[src/rtl/pwc_pkg.sv]
package pwc_pkg;
    typedef enum logic {
        ST_IDLE = 1'b0,
        ST_SCAN = 1'b1
    } pwc_state_e;
endpackage

[src/rtl/pwc_first_one.sv]
// Index of the lowest set bit; zero when no bit is set.
module pwc_first_one #(
    parameter int NPH = 32,
    localparam int IW = $clog2(NPH)
) (
    input  logic [NPH-1:0] vec_i,
    output logic [IW-1:0]  idx_o
);
    always_comb begin
        idx_o = '0;
        for (int k = NPH - 1; k >= 0; k--) begin
            if (vec_i[k]) idx_o = IW'(k);
        end
    end
endmodule

[src/rtl/pwc_run_probe.sv]
// Rotates the map right by idx, measures the run of ones at the bottom,
// then the gap of zeros above that run.
module pwc_run_probe #(
    parameter int NPH = 32,
    localparam int IW = $clog2(NPH),
    localparam int LW = IW + 1
) (
    input  logic [NPH-1:0] map_i,
    input  logic [IW-1:0]  idx_i,
    output logic [LW-1:0]  run_len_o,
    output logic [LW-1:0]  gap_o,
    output logic           more_o
);
    logic [2*NPH-1:0] dbl;
    logic [2*NPH-1:0] dbl_sh;
    logic [NPH-1:0]   rot;
    logic [NPH-1:0]   tail;
    logic             hit_run;
    logic             hit_gap;

    assign dbl    = {map_i, map_i};
    assign dbl_sh = dbl >> idx_i;
    assign rot    = dbl_sh[NPH-1:0];

    always_comb begin
        run_len_o = '0;
        hit_run   = 1'b0;
        for (int k = 0; k < NPH; k++) begin
            if (!hit_run) begin
                if (rot[k]) run_len_o = run_len_o + LW'(1);
                else        hit_run   = 1'b1;
            end
        end
    end

    assign tail   = rot >> run_len_o;
    assign more_o = |tail;

    always_comb begin
        gap_o   = '0;
        hit_gap = 1'b0;
        for (int k = 0; k < NPH; k++) begin
            if (!hit_gap) begin
                if (!tail[k]) gap_o   = gap_o + LW'(1);
                else          hit_gap = 1'b1;
            end
        end
    end
endmodule

[src/rtl/pwc_center_finder.sv]
module pwc_center_finder #(
    parameter int NPH = 32,
    localparam int IW = $clog2(NPH)
) (
    input  logic           clk,
    input  logic           rst_n,
    input  logic           start_i,
    input  logic [NPH-1:0] map_i,
    output logic           done_o,
    output logic [IW-1:0]  phase_o,
    output logic           err_o
);
    import pwc_pkg::*;

    localparam int LW = IW + 1;
    localparam int SW = IW + 2;

    typedef struct packed {
        pwc_state_e     state;
        logic [NPH-1:0] map;
        logic [IW-1:0]  idx;
        logic [IW-1:0]  best_start;
        logic [LW-1:0]  best_len;
        logic [IW-1:0]  phase;
        logic           err;
        logic           done;
    } regs_t;

    regs_t r_d, r_q;

    logic [IW-1:0] low_idx;
    logic [LW-1:0] run_len;
    logic [LW-1:0] gap;
    logic          more;

    pwc_first_one #(.NPH(NPH)) u_first (
        .vec_i (map_i),
        .idx_o (low_idx)
    );

    pwc_run_probe #(.NPH(NPH)) u_probe (
        .map_i     (r_q.map),
        .idx_i     (r_q.idx),
        .run_len_o (run_len),
        .gap_o     (gap),
        .more_o    (more)
    );

    logic          better;
    logic [IW-1:0] cand_start;
    logic [LW-1:0] cand_len;
    logic [SW-1:0] next_idx;
    logic [IW-1:0] half_len;

    always_comb begin
        better     = run_len > r_q.best_len;
        cand_start = better ? r_q.idx : r_q.best_start;
        cand_len   = better ? run_len : r_q.best_len;
        next_idx   = SW'(r_q.idx) + SW'(run_len) + SW'(gap);
        half_len   = IW'(cand_len >> 1);

        r_d      = r_q;
        r_d.done = 1'b0;
        case (r_q.state)
            ST_IDLE: begin
                if (start_i) begin
                    r_d.map = map_i;
                    if (map_i == '0) begin
                        r_d.err   = 1'b1;
                        r_d.phase = '0;
                        r_d.done  = 1'b1;
                    end else if (&map_i) begin
                        r_d.err   = 1'b0;
                        r_d.phase = '0;
                        r_d.done  = 1'b1;
                    end else begin
                        r_d.state      = ST_SCAN;
                        r_d.idx        = low_idx;
                        r_d.best_start = '0;
                        r_d.best_len   = '0;
                    end
                end
            end
            ST_SCAN: begin
                r_d.best_start = cand_start;
                r_d.best_len   = cand_len;
                r_d.idx        = next_idx[IW-1:0];
                if (!more || next_idx >= SW'(NPH)) begin
                    r_d.state = ST_IDLE;
                    r_d.done  = 1'b1;
                    r_d.err   = 1'b0;
                    r_d.phase = cand_start + half_len;
                end
            end
            default: r_d.state = ST_IDLE;
        endcase
    end

    always_ff @(posedge clk or negedge rst_n) begin
        if (!rst_n) r_q <= '0;
        else        r_q <= r_d;
    end

    assign done_o  = r_q.done;
    assign phase_o = r_q.phase;
    assign err_o   = r_q.err;

    // Cycles spent walking; bounded by the skip distance of at least two per step.
    logic [IW+1:0] walk_cnt_q;
    always_ff @(posedge clk or negedge rst_n) begin
        if (!rst_n)                     walk_cnt_q <= '0;
        else if (r_q.state == ST_SCAN)  walk_cnt_q <= walk_cnt_q + 1'b1;
        else                            walk_cnt_q <= '0;
    end

    p_walk_bound_r7: assert property (@(posedge clk) disable iff (!rst_n)
        walk_cnt_q <= (IW+2)'(NPH/2 + 1));

    p_done_single_r7: assert property (@(posedge clk) disable iff (!rst_n)
        (done_o && !start_i) |=> !done_o);

    p_done_cause_r9: assert property (@(posedge clk) disable iff (!rst_n)
        done_o |-> ($past(start_i) || $past(r_q.state == ST_SCAN)));

    p_hold_r8: assert property (@(posedge clk) disable iff (!rst_n)
        !done_o |-> ($stable(phase_o) && $stable(err_o)));

    p_err_zero_r2: assert property (@(posedge clk) disable iff (!rst_n)
        done_o |-> (err_o == (r_q.map == '0)));
endmodule

[config.mk]
export PLATFORM = sky130hd
export DESIGN_NAME = pwc_center_finder
export DESIGN_NICKNAME = d
export VERILOG_FILES = /design/src/rtl/pwc_pkg.sv /design/src/rtl/pwc_first_one.sv /design/src/rtl/pwc_run_probe.sv /design/src/rtl/pwc_center_finder.sv
export SDC_FILE = /design/constraint.sdc
export NUM_CORES = 1
export LEC_CHECK = 0
export ABC_AREA = 1
export BUFFER_PORTS_ARGS = -buffer_cell sky130_fd_sc_hd__buf_4
export CAP_MARGIN = 25
export CORE_MARGIN = 3
export CORE_UTILIZATION = 60
export DETAILED_ROUTE_END_ITERATION = 10
export HOLD_SLACK_MARGIN = 0.08
export PLACE_DENSITY_LB_ADDON = 0.2
export SLEW_MARGIN = 20
export SYNTH_ARGS = -nofsm -noshare
export SYNTH_HDL_FRONTEND = slang
export SYNTH_HIERARCHICAL = 1
export SYNTH_SLANG_ARGS = --single-unit
[constraint.sdc]
create_clock -name clk -period 36.1 [get_ports clk]
set_clock_uncertainty 0.2 [all_clocks]
set_input_delay 7.22 -clock clk [delete_from_list [all_inputs] [get_ports clk]]
set_output_delay 7.22 -clock clk [all_outputs]
set_load 0.005 [all_outputs]
==> out/results.txt <==
In this run the worst path has a maximum fanout of 50. Clock tree synthesis selected as its root buffer the cell sky130_fd_sc_hd__clkbuf_16. The proportion of register bits with asynchronous set or reset after synthesis is 1.00. For the die footprint, the log shows 0.0271 mm^2. The critical path in this run is classified as reg2reg. Area share of the largest cell type after synthesis: 0.241.

For the final routed database, the setup TNS stands at 0 ns. After the last flow step, the layout net total stands at 2976. Once the clock tree was built, the setup fixing pass inserted 0 buffers. For flop-to-flop paths, the worst setup slack is 6.99 ns. The clock period could shrink to 29.11 ns. Ranked by total cell area, the synthesized netlist is headed by sky130_fd_sc_hd__nand2_1 24%, sky130_fd_sc_hd__nand3_1 16%, sky130_fd_sc_hd__inv_1 11%, sky130_fd_sc_hd__dfrtp_1 9.3%, sky130_fd_sc_hd__ha_1 6.0%.

In this design, the critical path's most frequently occurring cell is sky130_fd_sc_hd__nand2_1. The vertical die dimension works out to 165 um. The cell count of the worst reg-to-reg path works out to 196. The area growth from synthesis to layout is 2.61%. The starting density of the core is 0.614. The hold-critical path endpoint is r_q[13]. TritonCTS created 5 clock buffers. The routed via count divided by cell count was 5.44; the worst relative slew slack was 0.349. The commonest cells after synthesis are 969 x sky130_fd_sc_hd__nand2_1, 492 x sky130_fd_sc_hd__nand3_1, 438 x sky130_fd_sc_hd__inv_1.

Setup repair after global routing left no endpoint under its margin. The endpoint of the worst-slack reg-to-reg timing path was phase_o[4]. Averaged over all synthesized cells, the footprint is 5.23 um^2. Yosys printed 6 warnings.

The first-pass iteration count of the detailed router came out at 8. In this run the worst setup path begins at r_q[18]. The number of violations reported at the end of detailed-routing iteration 0 was 1507; the data required time at the worst endpoint was 36.09 ns. The count of flip-flops with a built-in enable after synthesis came out at 0. The run gives 0 as the residual antenna-violating net count after detailed routing. Count of cells resized by post-cts repair: 0.

The run gives 65 as the maximum number of pins on one net before global-route repair. The total standard cell area after synthesis is 0.0151 mm^2, and the period utilization is 0.806. Summing all flip-flop and latch instances after layout gives 0.00140 mm^2. Launch point of the worst hold path: r_q[13]. The number of different library cells used by synthesis comes to 60. For the global routing usage summed across all routing layers, the log shows 0.292. In the post-synthesis netlist, the cell with the most instances is sky130_fd_sc_hd__nand2_1. The run gives 0.0112 mm^2 as the multi-input combinational cell area. Number of endpoints failing setup at the final stage: 0.

42 I/O pins were placed. The total length of routed wires came out at 39.7 mm. The share of final-layout standard cells stronger than drive strength 1 works out to 0.0870. Counting instances, the worst hold path has a depth of 2.

The max-slew violation count came out at 0. In the routed design, unresolved DRC markers number 0. Among all flip-flop cells after synthesis, the most frequent one is sky130_fd_sc_hd__dfrtp_1.

The largest individual stage delay along the critical path comes from the cell sky130_fd_sc_hd__nand2_2. In this run the worst hold path is classified as reg2reg. At the end of routability-driven placement, the weighted congestion stood at 0.965. For this run the aggregate overflow at the end of global routing stands at 0. The run gives 34.3 MHz as the maximum clock frequency. The cts-stage hold buffer count came out at 0. The instance count of the mapped netlist is 2882. For the pin with the worst max-slew slack, the measured transition is 0.967 ns. H-tree depth reported by CTS: 2. The total via count in the routed design is 17300, and the via count of the first global-routing pass is 15300. The clock passes through at most 2 buffers. The total nets after synthesis is 2996. The worst setup path is captured at a register. The number of antenna violations at the first check in global routing was 0; the critical path data arrival time was 29.11 ns.

Clock tree synthesis found a total of 56 sinks. STA classifies the critical path startpoint as a register. Across the run, the number of max-cap violations was 0.

The number of port buffers is 41. The core region is 0.0245 mm^2. The first global-routing pass estimated 67.7 mm of wire.

0 antenna diodes ended up in the layout. The cell type contributing the most total cell area after synthesis is sky130_fd_sc_hd__nand2_1. The floorplan die width was 165 um.

On the worst path, the slowest cell contributes a delay of 0.51 ns. The register area share after synthesis was 0.0930. TritonCTS built the clock tree. The startpoint identified for the worst register-to-register timing path is r_q[18].

The clock-pin slew reported for the worst setup and hold paths after clock tree synthesis came out at 0.07 ns. After synthesis the netlist holds a flip-flop and latch count of 56. The average detailed-routed wire length per instance works out to 12.5 um. The initialized floorplan defines 57 standard-cell rows. The detailed placer's ending HPWL came out at 32.8 mm. The run gives 2595 as the number of filler cells placed in the layout.

The final count of hold timing violations was 0. The run finished with clean final reports. For the worst-skew pair, the clock arrives at the later sink with an insertion delay of 0.29 ns.
-- flip-flops by register name, indices dropped and copies added, names as in the netlist --
| register | count |
|---|---|
| err_o | 1 |
| r_q | 49 |
| phase_o | 5 |
| done_o | 1 |
-- cell families after synthesis --
kind of cell / share of synthesized area
fa+ha+maj: 0.0691
compound gates: 0.0975
simple gates: 0.553
mux: 0.00199
xor+xnor: 0.0192
buf+inv: 0.166
flops: 0.0930
-- through the flow --
stage | cells | instance area, um^2 | utilization | hold WS, ns | worst slack [ns]
2_1_floorplan | 2882 | 15100 | - | 0.272 | 10.45
3_3_place_gp | 3179 | 15300 | 0.625 | 0.284 | 8.39
3_5_place_dp | 3179 | 15300 | 0.625 | 0.288 | 7.31
4_1_cts | 3187 | 15500 | 0.630 | 0.308 | 7.23
5_1_grt | 3187 | 15500 | 0.630 | 0.320 | 4.01
6_report | 3187 | 15500 | 0.630 | 0.307 | 6.99
-- worst max-delay path by stage --
stage	to	slack [ns]	cells after the start
floorplan	phase_o[4]	10.45	196
global placement	phase_o[4]	8.39	199
detailed placement	phase_o[4]	7.31	196
CTS	phase_o[4]	7.23	196
global route	phase_o[4]	4.01	197
finish	phase_o[4]	6.99	196
-- critical path, delay by kind of cell (launching register included) --
family / cells / cell delay [ns]
AO/OA/AOI/OAI: 26 / 4.17
XOR/XNOR: 1 / 0.17
adder cells (fa/ha/maj): 37 / 10.82
buffers and inverters: 39 / 2.82
flip-flops: 1 / 0.33
multiplexers: 1 / 0.13
AND/OR/NAND/NOR: 92 / 10.29
-- cell type report --
class                   instances  area share
multi-input cells            2226       0.722
inverters                     524       0.128
flip-flops and latches         56      0.0906
well taps                     324      0.0262
repair buffers                 49      0.0238
clock buffers                   5     0.00809
clock inverters                 3     0.00121
-- per-layer routing --
| layer | share of wire | GRT usage | vias up |
|---|---|---|---|
| li1 | - | - | 9137 |
| met1 | 0.47 | 0.392 | 7685 |
| met2 | 0.47 | 0.520 | 449 |
| met3 | 0.048 | 0.00853 | 52 |
| met4 | 0.018 | 0.0682 | 0 |
| met5 | 0 | 0 | - |
-- cell usage in the layout, fill, tap and decap left out, types with 11 or more instances in the layout --
cell type	instances
sky130_fd_sc_hd__nand2_1	969
sky130_fd_sc_hd__nand3_1	492
sky130_fd_sc_hd__inv_1	438
sky130_fd_sc_hd__nor2_1	184
sky130_fd_sc_hd__o21ai_0	99
sky130_fd_sc_hd__ha_1	72
sky130_fd_sc_hd__o21ai_1	67
sky130_fd_sc_hd__inv_2	67
sky130_fd_sc_hd__dfrtp_1	56
sky130_fd_sc_hd__nand4_1	50
sky130_fd_sc_hd__buf_4	49
sky130_fd_sc_hd__a21oi_1	36
sky130_fd_sc_hd__nand2_2	33
sky130_fd_sc_hd__nor2_4	22
sky130_fd_sc_hd__xor2_1	21
sky130_fd_sc_hd__nor2_2	20
sky130_fd_sc_hd__nor3_1	17
sky130_fd_sc_hd__o21a_1	15
sky130_fd_sc_hd__nand3_2	13
sky130_fd_sc_hd__clkinv_1	13
sky130_fd_sc_hd__nand3b_1	13
sky130_fd_sc_hd__xnor2_1	12
sky130_fd_sc_hd__o211ai_1	11
Power is not shown: default switching activity piles up to over one toggle a cycle in this logic, so the estimate is an artifact.
